===== src/rtl/dna_match_pkg.sv =====
package dna_match_pkg;

  // Nucleotide encoding used by every word in the table and the query
  typedef enum logic [1:0] {
    BASE_A = 2'b00,
    BASE_C = 2'b01,
    BASE_G = 2'b10,
    BASE_T = 2'b11
  } base_e;

  localparam int SYM_W = 2;
  localparam int THR_W = 2;

  // Strobes from control to datapath
  typedef struct packed {
    logic loadEntry;
    logic runQuery;
  } ctlStrobe_t;

endpackage


===== src/rtl/dna_entry_score.sv =====
module dna_entry_score
  import dna_match_pkg::*;
#(
  parameter int KMER_LEN = 8,
  localparam int WORD_W  = SYM_W * KMER_LEN,
  localparam int COST_W  = $clog2(KMER_LEN + 2)
) (
  input  logic [WORD_W-1:0] entryWord,
  input  logic [WORD_W-1:0] queryWord,
  output logic [COST_W-1:0] cost
);

  logic [KMER_LEN-1:0] eqSame;
  logic [KMER_LEN-2:0] eqLeft;
  logic [KMER_LEN-2:0] eqRight;

  // Column comparators: same column and the two neighbouring columns
  for (genvar i = 0; i < KMER_LEN; i++) begin : gSame
    assign eqSame[i] = entryWord[SYM_W*i +: SYM_W] == queryWord[SYM_W*i +: SYM_W];
  end

  for (genvar i = 0; i < KMER_LEN - 1; i++) begin : gShift
    // entry symbol i against query symbol i+1
    assign eqLeft[i]  = entryWord[SYM_W*i +: SYM_W] == queryWord[SYM_W*(i+1) +: SYM_W];
    // entry symbol i+1 against query symbol i
    assign eqRight[i] = entryWord[SYM_W*(i+1) +: SYM_W] == queryWord[SYM_W*i +: SYM_W];
  end

  logic [COST_W-1:0] missSame, missLeft, missRight;
  logic [COST_W-1:0] costLeft, costRight, bestShift;

  always_comb begin
    missSame  = '0;
    missLeft  = '0;
    missRight = '0;
    for (int i = 0; i < KMER_LEN; i++) begin
      missSame = missSame + COST_W'(!eqSame[i]);
    end
    for (int i = 0; i < KMER_LEN - 1; i++) begin
      missLeft  = missLeft + COST_W'(!eqLeft[i]);
      missRight = missRight + COST_W'(!eqRight[i]);
    end
    costLeft  = missLeft + COST_W'(1);
    costRight = missRight + COST_W'(1);
    bestShift = (costLeft < costRight) ? costLeft : costRight;
    cost      = (missSame < bestShift) ? missSame : bestShift;
  end

endmodule


===== src/rtl/dna_match_ctl.sv =====
module dna_match_ctl
  import dna_match_pkg::*;
(
  input  logic       clk,
  input  logic       rstN,
  input  logic       wrEn,
  input  logic       qValid,
  output ctlStrobe_t strobe,
  output logic       resValid
);

  assign strobe.loadEntry = wrEn;
  assign strobe.runQuery  = qValid;

  always_ff @(posedge clk or negedge rstN) begin
    if (!rstN) resValid <= 1'b0;
    else       resValid <= qValid;
  end

  AST_RESULT_DUE: assert property (@(posedge clk) disable iff (!rstN)
    qValid |=> resValid) else $error("result not flagged");

  AST_RESULT_PULSE: assert property (@(posedge clk) disable iff (!rstN)
    !qValid |=> !resValid) else $error("spurious result flag");

endmodule


===== src/rtl/dna_match_datapath.sv =====
module dna_match_datapath
  import dna_match_pkg::*;
#(
  parameter int NUM_ENTRIES = 8,
  parameter int KMER_LEN    = 8,
  localparam int WORD_W     = SYM_W * KMER_LEN,
  localparam int IDX_W      = $clog2(NUM_ENTRIES),
  localparam int COST_W     = $clog2(KMER_LEN + 2)
) (
  input  logic                   clk,
  input  logic                   rstN,
  input  ctlStrobe_t             strobe,
  input  logic [IDX_W-1:0]       wrIdx,
  input  logic [WORD_W-1:0]      wrData,
  input  logic                   wrValid,
  input  logic [WORD_W-1:0]      qData,
  input  logic [THR_W-1:0]       qThresh,
  output logic [NUM_ENTRIES-1:0] matchVec,
  output logic                   anyMatch
);

  logic [WORD_W-1:0]      entryMem [NUM_ENTRIES];
  logic [NUM_ENTRIES-1:0] validMem;
  logic [NUM_ENTRIES-1:0] hitNext;

  // Table storage; the write lands at the same edge a query samples the old contents
  always_ff @(posedge clk or negedge rstN) begin
    if (!rstN) begin
      validMem <= '0;
    end else if (strobe.loadEntry && (32'(wrIdx) < NUM_ENTRIES)) begin
      validMem[wrIdx] <= wrValid;
    end
  end

  always_ff @(posedge clk) begin
    if (strobe.loadEntry && (32'(wrIdx) < NUM_ENTRIES)) begin
      entryMem[wrIdx] <= wrData;
    end
  end

  for (genvar e = 0; e < NUM_ENTRIES; e++) begin : gEntry
    logic [COST_W-1:0] entryCost;

    dna_entry_score #(.KMER_LEN(KMER_LEN)) uScore (
      .entryWord (entryMem[e]),
      .queryWord (qData),
      .cost      (entryCost)
    );

    assign hitNext[e] = validMem[e] && (entryCost <= COST_W'(qThresh));

    AST_INVALID_MISS: assert property (@(posedge clk) disable iff (!rstN)
      (strobe.runQuery && !validMem[e]) |=> !matchVec[e]) else $error("invalid entry hit");

    AST_EXACT_HIT: assert property (@(posedge clk) disable iff (!rstN)
      (strobe.runQuery && validMem[e] && (entryMem[e] == qData)) |=> matchVec[e])
      else $error("identical entry missed");
  end

  always_ff @(posedge clk or negedge rstN) begin
    if (!rstN) begin
      matchVec <= '0;
      anyMatch <= 1'b0;
    end else if (strobe.runQuery) begin
      matchVec <= hitNext;
      anyMatch <= |hitNext;
    end
  end

  AST_ANY_IS_OR: assert property (@(posedge clk) disable iff (!rstN)
    anyMatch == (|matchVec)) else $error("summary flag disagrees");

  AST_HOLD_RESULT: assert property (@(posedge clk) disable iff (!rstN)
    !strobe.runQuery |=> ($stable(matchVec) && $stable(anyMatch))) else $error("result moved");

endmodule


===== src/rtl/dna_edit_matcher.sv =====
module dna_edit_matcher
  import dna_match_pkg::*;
#(
  parameter int NUM_ENTRIES = 8,
  parameter int KMER_LEN    = 8,
  localparam int WORD_W     = SYM_W * KMER_LEN,
  localparam int IDX_W      = $clog2(NUM_ENTRIES)
) (
  input  logic                   clk,
  input  logic                   rstN,
  input  logic                   wrEn,
  input  logic [IDX_W-1:0]       wrIdx,
  input  logic [WORD_W-1:0]      wrData,
  input  logic                   wrValid,
  input  logic                   qValid,
  input  logic [WORD_W-1:0]      qData,
  input  logic [THR_W-1:0]       qThresh,
  output logic                   resValid,
  output logic [NUM_ENTRIES-1:0] matchVec,
  output logic                   anyMatch
);

  ctlStrobe_t strobe;

  dna_match_ctl uCtl (
    .clk      (clk),
    .rstN     (rstN),
    .wrEn     (wrEn),
    .qValid   (qValid),
    .strobe   (strobe),
    .resValid (resValid)
  );

  dna_match_datapath #(
    .NUM_ENTRIES (NUM_ENTRIES),
    .KMER_LEN    (KMER_LEN)
  ) uDp (
    .clk      (clk),
    .rstN     (rstN),
    .strobe   (strobe),
    .wrIdx    (wrIdx),
    .wrData   (wrData),
    .wrValid  (wrValid),
    .qData    (qData),
    .qThresh  (qThresh),
    .matchVec (matchVec),
    .anyMatch (anyMatch)
  );

endmodule


===== config.mk =====
export PLATFORM = sky130hd
export DESIGN_NAME = dna_edit_matcher
export DESIGN_NICKNAME = d
export VERILOG_FILES = /design/src/rtl/dna_match_pkg.sv /design/src/rtl/dna_entry_score.sv /design/src/rtl/dna_match_ctl.sv /design/src/rtl/dna_match_datapath.sv /design/src/rtl/dna_edit_matcher.sv
export SDC_FILE = /design/constraint.sdc
export NUM_CORES = 1
export LEC_CHECK = 0
export ABC_AREA = 1
export BUFFER_PORTS_ARGS = -buffer_cell sky130_fd_sc_hd__buf_2
export CAP_MARGIN = 20
export CORE_MARGIN = 4
export CORE_UTILIZATION = 31
export DETAILED_ROUTE_END_ITERATION = 6
export PLACE_DENSITY = 0.55
export SYNTH_ARGS = -nofsm -noshare
export SYNTH_HDL_FRONTEND = slang
export SYNTH_HIERARCHICAL = 1
export SYNTH_SLANG_ARGS = --single-unit

===== constraint.sdc =====
create_clock -name clk -period 13.3 [get_ports clk]
set_input_delay 3.99 -clock clk [delete_from_list [all_inputs] [get_ports clk]]
set_output_delay 3.99 -clock clk [all_outputs]
set_load 0.01 [all_outputs]

==> impl_metrics.json, run 1 <==
{
  "gp_congestion": 0.843,
  "grt_setup_unrepaired": "no",
  "multi_input_area_um2": 9700,
  "yosysWarnings": 6,
  "status": "complete, no violations",
  "synth_sequential_area_ratio_pct": 28.4,
  "min_period_over_period_pct": 69.7,
  "hold_path.class": "reg -> reg",
  "dp_hpwl_um": 28200,
  "cp_common_cell": "nand2_1",
  "stdcell_count": 2345,
  "dieHeight_um": 229,
  "reg2reg_from": "uDp/entryMem[1][3]",
  "pwr_density_cell_nw_per_um2": 179,
  "setup_tns_ns": 0,
  "ys.flop_type": "edfxtp_1",
  "htreeDepth": 4,
  "synth.distinct_cells": 31,
  "cts.repair.resized": 0,
  "placed_area_um2": 16200,
  "ant_nets": 0,
  "vias": 10570,
  "cts_root_buf": "clkbuf_16",
  "crit_fanout": 24,
  "crit_slowest_cell": "fa_1",
  "reg2reg_to": "uDp/anyMatch",
  "critPathCaptureType": "register",
  "cts_tree": "done",
  "wl_per_cell_um": 16.8,
  "avgViaCountPerCell": 4.51,
  "grt_max_degree": 25,
  "path_depth": 36,
  "setup_viol": 0,
  "core.rowCount": 80,
  "fp.dieArea_um2": 52400,
  "r2r_cells": 34,
  "p_leak_nw": 7.61,
  "crit_buf_inv": 7,
  "cp.required_ns": 13.63,
  "syn_area_per_cell_um2": 9.22,
  "hold_viol": 0,
  "worstPathArrival_ns": 9.60,
  "drive_gt1_share_pct": 11.6,
  "synthArstFlopShare_pct": 12.3,
  "cts_made_buffers": 17,
  "slew_headroom_pct": 32.1,
  "route.met3.wl_um": 2100,
  "critPathCapture": "uDp/anyMatch",
  "max_stage_delay_ns": 0.52,
  "routed_wl_um": 39400,
  "cts_sinks": 146,
  "drtIter0Drc": 638,
  "drv_cap": 0,
  "initial_utilization_pct": 31.5,
  "design_area_um2": 16800,
  "core_um2": 48000,
  "grt_pass1_vias": 10683,
  "ys_seq_elements": 146,
  "cp-startpoint": "qData[3]",
  "cts_hold_buf": 0,
  "synth_edf_count": 128,
  "grt_pass1_wl_um": 60600,
  "io_pins": 52,
  "crit_type": "in -> reg",
  "routed-wl-met2_um": 17100,
  "io_buffers": 51,
  "power_w": 0.00301,
  "slew_viol_final": 0,
  "track_usage_pct": 15.1,
  "syn_area_um2": 15100,
  "drc": 0,
  "fillCellCount": 4899,
  "post-cts-setup-buffers": 0,
  "met1Wirelength_um": 19800,
  "syn_to_final_growth_pct": 11.0,
  "vdd_drop_max_mv": 0.0700,
  "clk_path_buf_depth": 2,
  "timing.hold.ws_ns": 0.493,
  "finalNetCount": 1997,
  "rrSetupSlack_ns": 7.62,
  "clk_pin_slew_ns": 0.06,
  "fin_crit_ns": 9.28,
  "antenna_found_initial": 1,
  "max_freq_ghz": 0.108,
  "skew_ns": 0.0105,
  "die_w_um": 229,
  "postSynthCellCount": 1641,
  "top_layer_used": "met4",
  "regArea_um2": 4290,
  "clkLatencyLatePin_ns": 0.44,
  "worst-slew-pin-transition_ns": 1.02,
  "dp.cells": 2311,
  "grt_overflow": 0,
  "critPathLaunchType": "input port",
  "cp_top_family": "adder cells",
  "syn-num-nets": 1923,
  "first_pass_iters": 5
}
-- tightest hold or removal path: cells and delay by family (launching register included) --
family           cells  cell delay, ns
AND/OR/NAND/NOR      2            0.11
flip-flops           1            0.35
-- cell type report --
cell class	count	share of cell area, %
Clock buffer	17	2.53
Inverter	278	6.66
Tap cell	615	4.58
Timing Repair Buffer	58	1.83
Clock inverter	15	1.09
Multi-Input combinational cell	1214	57.7
Sequential cell	146	25.6
Antenna cell	2	0.0298
-- layer usage --
metal,track usage [%],up-vias
met5,0,-
met2,22.9,219
met4,2.57,0
li1,-,5246
met3,2.99,20
met1,22.5,5085
-- synthesized netlist by cell type (8+ instances only) --
library cell | number | area [µm²]
nand2_4 | 8 | 90.1
and2_2 | 8 | 60.1
ha_1 | 160 | 2000
edfxtp_1 | 128 | 3840
a21oi_4 | 12 | 195
o21ai_1 | 28 | 140
xnor2_1 | 208 | 1820
inv_1 | 235 | 882
nand2_2 | 28 | 175
clkinvlp_2 | 8 | 40.0
nand3_1 | 49 | 245
nor2_1 | 84 | 315
dfrtp_1 | 18 | 450
o21ai_0 | 20 | 100
fa_1 | 80 | 1600
nand2_1 | 337 | 1260
inv_2 | 30 | 113
xor2_1 | 168 | 1470
-- power by group --
group | leakage [nW] | internal [W] | switching (W)
logic | 5.91 | 0.000790 | 0.00116
registers | 1.40 | 0.000530 | 0.0000293
clock network | 0.295 | 0.000297 | 0.000207
total | 7.61 | 0.00162 | 0.00140
-- layout by cell type (no fill, tap or decap), drive strengths merged --
| cell | n |
|---|---|
| clkinv | 8 |
| o21ai | 48 |
| edfxtp | 128 |
| nor2 | 86 |
| buf | 58 |
| clkinvlp | 9 |
| nor3b | 7 |
| o21a | 8 |
| dfrtp | 18 |
| xnor2 | 208 |
| nand2 | 373 |
| bufinv | 3 |
| inv | 273 |
| xor2 | 168 |
| clkbuf | 17 |
| and2 | 8 |
| fa | 80 |
| ha | 160 |
| o21bai | 1 |
| nand3 | 49 |
| diode | 2 |
| nor3 | 2 |
| a21oi | 16 |
-- metrics by stage --
step | setup slack (ns) | utilization (%)
6_report | 4.02 | 35.0
5_1_grt | 3.62 | 35.0
4_1_cts | 4.03 | 35.0
3_5_place_dp | 3.56 | 33.7
3_3_place_gp | 3.62 | 33.7
2_1_floorplan | 4.73 | -
-- logic make-up after synthesis --
logic type	after synthesis	synth area share [%]
flops	146	28.4
xor+xnor	376	21.8
fa+ha+maj	240	23.8
buf+inv	281	7.56
compound gates	73	3.51
simple gates	525	15.0
-- sequential cells by signal (all words and copies together) (netlist names) --
| name | count |
|---|---|
| uDp/validMem | 8 |
| uDp/anyMatch | 1 |
| uCtl/resValid | 1 |
| uDp/matchVec | 8 |
| uDp/entryMem | 128 |
-- worst min path at each step --
stage	slack (ns)	to	cells past startpoint	from
2_1_floorplan	0.45	uDp/validMem[0]	2	uDp/validMem[0]
3_3_place_gp	0.47	uDp/matchVec[3]	2	uDp/matchVec[3]
3_5_place_dp	0.48	uDp/anyMatch	2	uDp/anyMatch
4_1_cts	0.50	uDp/anyMatch	2	uDp/anyMatch
5_1_grt	0.51	uDp/anyMatch	2	uDp/anyMatch
6_report	0.49	uDp/anyMatch	2	uDp/anyMatch
Power figures use the tool's default switching activity.
==> run 2: changes to the inputs <==
--- a/config.mk
+++ b/config.mk
@@ -11,7 +11,7 @@
 export CORE_MARGIN = 4
 export CORE_UTILIZATION = 31
 export DETAILED_ROUTE_END_ITERATION = 6
-export PLACE_DENSITY = 0.55
+export PLACE_DENSITY = 0.56
 export SYNTH_ARGS = -nofsm -noshare
 export SYNTH_HDL_FRONTEND = slang
 export SYNTH_HIERARCHICAL = 1
==> constraint.sdc (replaced) <==
create_clock -name clk -period 8.45 [get_ports clk]
set_input_delay 2.535 -clock clk [delete_from_list [all_inputs] [get_ports clk]]
set_output_delay 2.535 -clock clk [all_outputs]
set_load 0.01 [all_outputs]
==> impl_metrics.json, run 2 (synthesis gave the netlist of run 1 again) <==
{
  "clk_pin_slew_ns": 0.06,
  "clkLatencyLatePin_ns": 0.44,
  "max_freq_ghz": 0.129,
  "cts_made_buffers": 17,
  "use_met3_pct": 2.38,
  "regMostFlops": "uDp/entryMem",
  "setup_viol": 0,
  "grt_setup_unrepaired": "no",
  "antenna_found_initial": 4,
  "grt_overflow": 0,
  "cts_root_buf": "clkbuf_16",
  "avgViaCountPerCell": 4.52,
  "clk_path_buf_depth": 2,
  "final_cell_mix": "337 x nand2_1, 235 x inv_1, 208 x xnor2_1",
  "cts_hold_buf": 0,
  "cts_sinks": 146,
  "reg_top3": "uDp/entryMem (128), uDp/matchVec (8), uDp/validMem (8)",
  "ant_nets": 0,
  "power_w": 0.00473,
  "drtIter0Drc": 729,
  "first_pass_iters": 5,
  "dp_hpwl_um": 29800,
  "pwr_density_cell_nw_per_um2": 277,
  "worst-slew-pin-transition_ns": 0.983,
  "layout_commonest_cell": "nand2_1",
  "grt_pass1_vias": 10681,
  "critPathCaptureType": "register",
  "skew_ns": 0.0103,
  "grt_max_degree": 25,
  "slew_viol_final": 0,
  "gp_congestion": 0.819,
  "setup_tns_ns": 0,
  "crit_slowest_cell": "fa_1",
  "vias": 10751,
  "hold_path.class": "reg -> reg",
  "worstPathArrival_ns": 8.06,
  "crit_buf_inv": 6,
  "finalNetCount": 2030,
  "core.rowCount": 80,
  "post-route-util_pct": 35.6,
  "crit_type": "in -> reg",
  "drv_cap": 0,
  "cp_top_family": "adder cells",
  "cp.required_ns": 8.78,
  "largest_register_ffs": 128,
  "syn_to_final_growth_pct": 12.9,
  "cts.repair.resized": 0,
  "routed_wl_um": 39300,
  "status": "complete, no violations",
  "cts_tree": "done",
  "grt_use_met1_pct": 22.2,
  "cp_common_cell": "nand2_1",
  "post-cts-setup-buffers": 0,
  "hold_viol": 0,
  "max_stage_delay_ns": 0.52,
  "critPathLaunchType": "input port",
  "wl_per_cell_um": 16.5,
  "grt_pass1_wl_um": 60600,
  "top_usage_layer": "met2",
  "fillCellCount": 4876,
  "drive_gt1_share_pct": 13.2,
  "core_um2": 48000,
  "htreeDepth": 4,
  "crit_fanout": 13,
  "fin_crit_ns": 7.73,
  "track_usage_pct": 14.9,
  "drc": 0,
  "p_leak_nw": 7.78,
  "slew_headroom_pct": 34.3,
  "design_area_um2": 17100,
  "dieHeight_um": 229,
  "io_pins": 52,
  "initial_utilization_pct": 31.5,
  "fp.dieArea_um2": 52400,
  "die_w_um": 229,
  "met2_usage_pct": 23.0,
  "placed_area_um2": 16500,
  "min_period_over_period_pct": 91.5,
  "io_buffers": 51,
  "vdd_drop_max_mv": 0.126
}
==> run 2: cell types whose count changed in the layout (fill, tap and decap cells not counted), sizes merged <==
| cell | previous run | this run |
|---|---|---|
| clkinv | 8 | 7 |
| buf | 58 | 91 |
| inv | 273 | 269 |
| clkbuf | 17 | 21 |
==> run 2: cell type report <==
cell class,count,area (µm²),area share [%]
antenna,2,5.00,0.0293
clock buffer,21,460,2.70
clock inverter,10,135,0.791
inverter,278,1120,6.55
multi-input combinational,1214,9700,56.8
sequential,146,4290,25.1
tap,615,769,4.50
timing repair buffer,91,606,3.54
==> run 2: path summary, 6_finish.rpt <==
path / from / to / slack, ns / cells past startpoint
setup / recovery: qData[1] / uDp/anyMatch / 0.72 / 34
hold / removal: uDp/anyMatch / uDp/anyMatch / 0.49 / 2
setup reg to reg: uDp/entryMem[6][3] / uDp/anyMatch / 2.75 / 33
hold reg to reg: uDp/anyMatch / uDp/anyMatch / 0.49 / 2
max in group asynchronous: rstN / uDp/validMem[2] / 6.08 / 1
min in group asynchronous: rstN / uDp/matchVec[6] / 2.04 / 1
==> run 2: power by group <==
group | switching (W) | leakage (nW) | internal (W)
clock | 0.000304 | 0.293 | 0.000477
sequential | 0.0000364 | 1.40 | 0.000835
combinational | 0.00183 | 6.09 | 0.00126
==> run 2: metal layers <==
| metal | share of wire [%] | vias up |
|---|---|---|
| met5 | 0 | - |
| met4 | 1.3 | 0 |
| met3 | 5.5 | 28 |
| met2 | 43 | 241 |
| met1 | 50 | 5167 |
| li1 | - | 5315 |
==> run 2: worst reg2reg max path, delay by kind of cell, from the launching register on <==
kind / cells / cell delay [ns]
compound gates: 3 / 0.62
fa+ha+maj: 8 / 2.72
buf+inv: 5 / 0.24
simple gates: 15 / 1.10
xor+xnor: 2 / 0.39
flops: 1 / 0.47
==> run 2: through the flow <==
stage	hold slack, ns	setup WS [ns]	instances
after CTS	0.489	0.761	2375
after floorplan	0.449	1.34	1641
final	0.486	0.718	2377
after global placement	0.469	0.375	2344
after detailed placement	0.475	0.320	2344
after global routing	0.517	0.335	2375
